`src/rtl/bin2seg_readout.sv`:
```
module bin2seg_readout #(
  parameter int WIDTH = 8,
  parameter bit SIGNED_IN = 1'b0,
  parameter bit HEX_VIEW = 1'b0,
  localparam longint FULL = (longint'(1) << WIDTH) - 1,
  localparam longint MAXV = (SIGNED_IN && !HEX_VIEW) ? (longint'(1) << (WIDTH - 1)) : FULL,
  localparam int DIGITS = HEX_VIEW ? (WIDTH + 3) / 4 :
    1 + int'(MAXV >= 64'd10) + int'(MAXV >= 64'd100) + int'(MAXV >= 64'd1000)
      + int'(MAXV >= 64'd10000) + int'(MAXV >= 64'd100000) + int'(MAXV >= 64'd1000000)
      + int'(MAXV >= 64'd10000000) + int'(MAXV >= 64'd100000000) + int'(MAXV >= 64'd1000000000),
  localparam longint TOPW = longint'(10) ** (DIGITS - 1),
  localparam int TOP_BITS = HEX_VIEW ? WIDTH - 4 * (DIGITS - 1) : $clog2(MAXV / TOPW + 1),
  localparam int BW = 4 * DIGITS
) (
  input  logic [WIDTH-1:0]    value_in,
  output logic [BW-1:0]       digits_out,
  output logic [7*DIGITS-1:0] seg_out,
  output logic                minus_out
);

  function automatic logic [3:0] add3(input logic [3:0] n);
    logic ge5;
    ge5 = n[3] | (n[2] & (n[1] | n[0]));
    return {ge5,
            ge5 ? (n[3] & n[0]) : n[2],
            ge5 ? ~(n[1] ^ n[0]) : n[1],
            n[0] ^ ge5};
  endfunction

  function automatic logic [6:0] seg7(input logic [3:0] n);
    case (n)
      4'd0:  return 7'b0111111;
      4'd1:  return 7'b0000110;
      4'd2:  return 7'b1011011;
      4'd3:  return 7'b1001111;
      4'd4:  return 7'b1100110;
      4'd5:  return 7'b1101101;
      4'd6:  return 7'b1111101;
      4'd7:  return 7'b0000111;
      4'd8:  return 7'b1111111;
      4'd9:  return 7'b1101111;
      4'd10: return HEX_VIEW ? 7'b1110111 : 7'b0000000;
      4'd11: return HEX_VIEW ? 7'b1111100 : 7'b0000000;
      4'd12: return HEX_VIEW ? 7'b0111001 : 7'b0000000;
      4'd13: return HEX_VIEW ? 7'b1011110 : 7'b0000000;
      4'd14: return HEX_VIEW ? 7'b1111001 : 7'b0000000;
      default: return HEX_VIEW ? 7'b1110001 : 7'b0000000;
    endcase
  endfunction

  logic neg;
  assign minus_out = neg;

  if (HEX_VIEW) begin : g_hex
    assign neg = 1'b0;
    assign digits_out = BW'(value_in);
  end else begin : g_dec
    logic [WIDTH-1:0] mag;
    logic [BW-1:0] st [0:WIDTH];

    if (SIGNED_IN) begin : g_sgn
      assign neg = value_in[WIDTH-1];
      assign mag = neg ? (~value_in + 1'b1) : value_in;
    end else begin : g_uns
      assign neg = 1'b0;
      assign mag = value_in;
    end

    assign st[0] = '0;

    for (genvar i = 0; i < WIDTH; i++) begin : g_step
      logic [BW-1:0] cor;
      for (genvar k = 0; k < DIGITS; k++) begin : g_nib
        if (((longint'(1) << i) - 1) >= (5 * (longint'(10) ** k))) begin : g_fix
          assign cor[4*k +: 4] = add3(st[i][4*k +: 4]);
        end else begin : g_pass
          assign cor[4*k +: 4] = st[i][4*k +: 4];
        end
      end
      assign st[i+1] = BW'({cor, mag[WIDTH-1-i]});
    end

    assign digits_out = st[WIDTH];
  end

  for (genvar k = 0; k < DIGITS; k++) begin : g_seg
    assign seg_out[7*k +: 7] = seg7(digits_out[4*k +: 4]);
  end

endmodule

```
`config.mk`:
```
export PLATFORM = sky130hd
export DESIGN_NAME = bin2seg_readout
export DESIGN_NICKNAME = d
export VERILOG_FILES = /design/src/rtl/bin2seg_readout.sv
export SDC_FILE = /design/constraint.sdc
export NUM_CORES = 1
export LEC_CHECK = 0
export BUFFER_PORTS_ARGS = -buffer_cell sky130_fd_sc_hd__buf_2
export CORE_MARGIN = 2
export CORE_UTILIZATION = 58
export DETAILED_ROUTE_END_ITERATION = 8
export GPL_ROUTABILITY_DRIVEN = 0
export PLACE_DENSITY = 0.95
export SYNTH_ARGS = -nofsm -noshare
export SYNTH_HDL_FRONTEND = slang
export SYNTH_SLANG_ARGS = --single-unit
```
`constraint.sdc`:
```
create_clock -name vclk -period 13.32
set_input_delay 0.666 -clock vclk [all_inputs]
set_output_delay 0.666 -clock vclk [all_outputs]
set_load 0.01 [all_outputs]
```
==> results.md <==
* Leakage at about 0.67 nW
* Cell variety after synth at between 60 and 70
* Register area at 0 sq um
* Die X at approximately 50 um
* Sequential area share after synthesis at 0%
* PostCTS Resize Cnt at 0
* Syn-to-layout area delta at 11.3%
* Dpl cell area at around 1400 sq um
* Slowest stage delay, CP at 790 ps
* Placed Instances at 221
* Avg Inst Size Synth at around 7.6 sq um
* Leading area contributor after synthesis: ha_1
* PD cells at roughly 170 nW/um^2
* Adder-cell area share of the yosys netlist at approximately 16%
* Drt first pass iters at 4
* F_max at between 100 and 150 MHz
* Worst-Margin Slew at around 900 ps
* Crit path launch: value_in[5]
* # clk buffers at 0
* Finished Cell Area at between 1000 and 1500 sq um
* Antenna Violating Nets Remaining at 0
* Most frequent cell after synthesis: inv_1
* Final Hold Viols at 0
* Peak supply drop at around 0.12 mV
* Worst slew margin at 39.9%
* First-pass GRT wire length at approximately 5 mm
* Yosys top cell area share at between 10% and 20%
* Synth Area in XOR/XNOR at 4.89%
* # diodes at 0
* CP max FO at 12
* Tcrit/Tclk final at between 50% and 60%
* Residual DRC at 0
* Detailed Place HPWL at around 2.5 mm
* Tmin final at ~7400 ps
* Critical Path Most Common Cell: ha_1
* Nets at 220
* Simple-gate portion of the synthesized area at around 22%
* Status: finished clean
* Post-synthesis mux area share at about 9%
* Worst EP arrival at between 6000 and 7000 ps
* Post-layout util at approximately 70%
* Finished Layout Cells at 221
* Number of fill cells in the layout at 166
* Slew Limit Fails at 0
* Die Area at between 2000 and 3000 sq um
* Critical path class: input port to output port
* Num ports at 42
* Yosys warns at 0
* Final setup margin at between 5000 and 6000 ps
* CP max stage cell: mux2i_1
* Antenna violations before repair at 0
* Final wirelength at 3.04 mm
* Grt ovf at 0
* Main area contributors after synthesis: ha_1 (16%), inv_1 (6.0%), xnor2_1 (4.9%)
* Row count at 16
* Largest net degree at the start of global routing at 13
* Via count at around 1,300
* Synth Area in Compound Gates at around 34%
* Global router's overall resource usage at between 20% and 30%
* # hold bufs at CTS at 0
* Share of layout cells above drive strength 1 at 32.0%
* Die height at 50.5 um
* Starting Density at a little over three fifths
* Max-Cap Viols at 0
* Worst path required time at 12,650 ps
* Top cells by count, synth: inv_1 (20), ha_1 (16), nor2_1 (15)
* DR vias/cell at 5.99
* Critical Path End: seg_out[13]
* Fin Setup TNS at 0 ps
* Routed len/inst at approximately 14 um
* Syn Inst Count at 165
* Core area at 2000 sq um
* Largest family of logic cells by synthesized area: compound AO/OA/AOI/OAI gates
* Vias in the first global route at approximately 1,200
* 1st-iter DRT viols at 32
* RSZ-0062 raised after global routing: no
* Final setup fails at 0
* Setup Slack @ Placement at between 5000 and 6000 ps
* Hold_ws at around 1600 ps
* Total power at 0.244 mW
* CP Capture Type: output port
* Crit start category: input port
* Seq Cell Count at 0
* Worst min path class: input port to output port
* Post-CTS setup buffers at 0
* Input/output buffers at 38
* Mapped Area at between 1000 and 1500 sq um
## final cells by class
cell class / count / area, sq um / share of cell area (%)
multi-input cells: 134 / 1090 / 77.8
well taps: 27 / 33.8 / 2.42
repair buffers: 38 / 190 / 13.6
inverters: 22 / 85.1 / 6.10
## kinds of logic after synthesis
kind of cell,Yosys count
other,2
muxes,10
xor gates and xnor gates,7
AOI/OAI and AO/OA,48
buffers and inverters,33
adders and majority gates,16
and+or+nand+nor,49
## power by group
part | total, mW | switching [mW] | internal, mW
clock network | 0 | 0 | 0
registers | 0 | 0 | 0
logic | 0.244 | 0.141 | 0.102
## per-layer routing
layer  track usage, %  share of wire (%)  vias to the layer above
met2             47.1                 52                       54
met1             28.4                 42                      608
met5                0                  0                        -
met4             3.60                1.3                        0
li1                 -                  -                      657
met3            0.298                5.0                        4
## worst max-delay path, delay by kind of cell
family | cells | cell delay, ps
mux | 3 | 1340
fa+ha+maj | 5 | 1350
compound gates | 6 | 1570
buf+inv | 5 | 580
simple gates | 4 | 730
xor+xnor | 3 | 520
## layout by cell type (no fill, tap or decap), types with 2 or more instances in the layout
cell	instances
buf_2	38
mux2_2	2
nor3b_1	2
inv_1	20
o21ai_0	10
nor3_1	3
or2_1	2
conb_1	4
nand2_1	8
a21oi_1	4
ha_1	16
nor2_1	15
a22oi_1	2
o22ai_1	2
or3_1	2
a31oi_1	7
nand3_1	3
xnor2_1	7
mux2i_1	6
## worst min-delay path by stage
| stage | startpoint | end | slack (ps) | cells past startpoint |
|---|---|---|---|---|
| finish | value_in[0] | digits_out[0] | 1610 | 2 |
| global route | value_in[0] | digits_out[0] | 1610 | 2 |
| CTS | value_in[0] | digits_out[0] | 1610 | 2 |
| detailed placement | value_in[0] | digits_out[0] | 1600 | 2 |
| global placement | value_in[0] | digits_out[0] | 1600 | 2 |
| floorplan | value_in[0] | digits_out[0] | 1420 | 1 |
(Power assumes the default switching activity.)
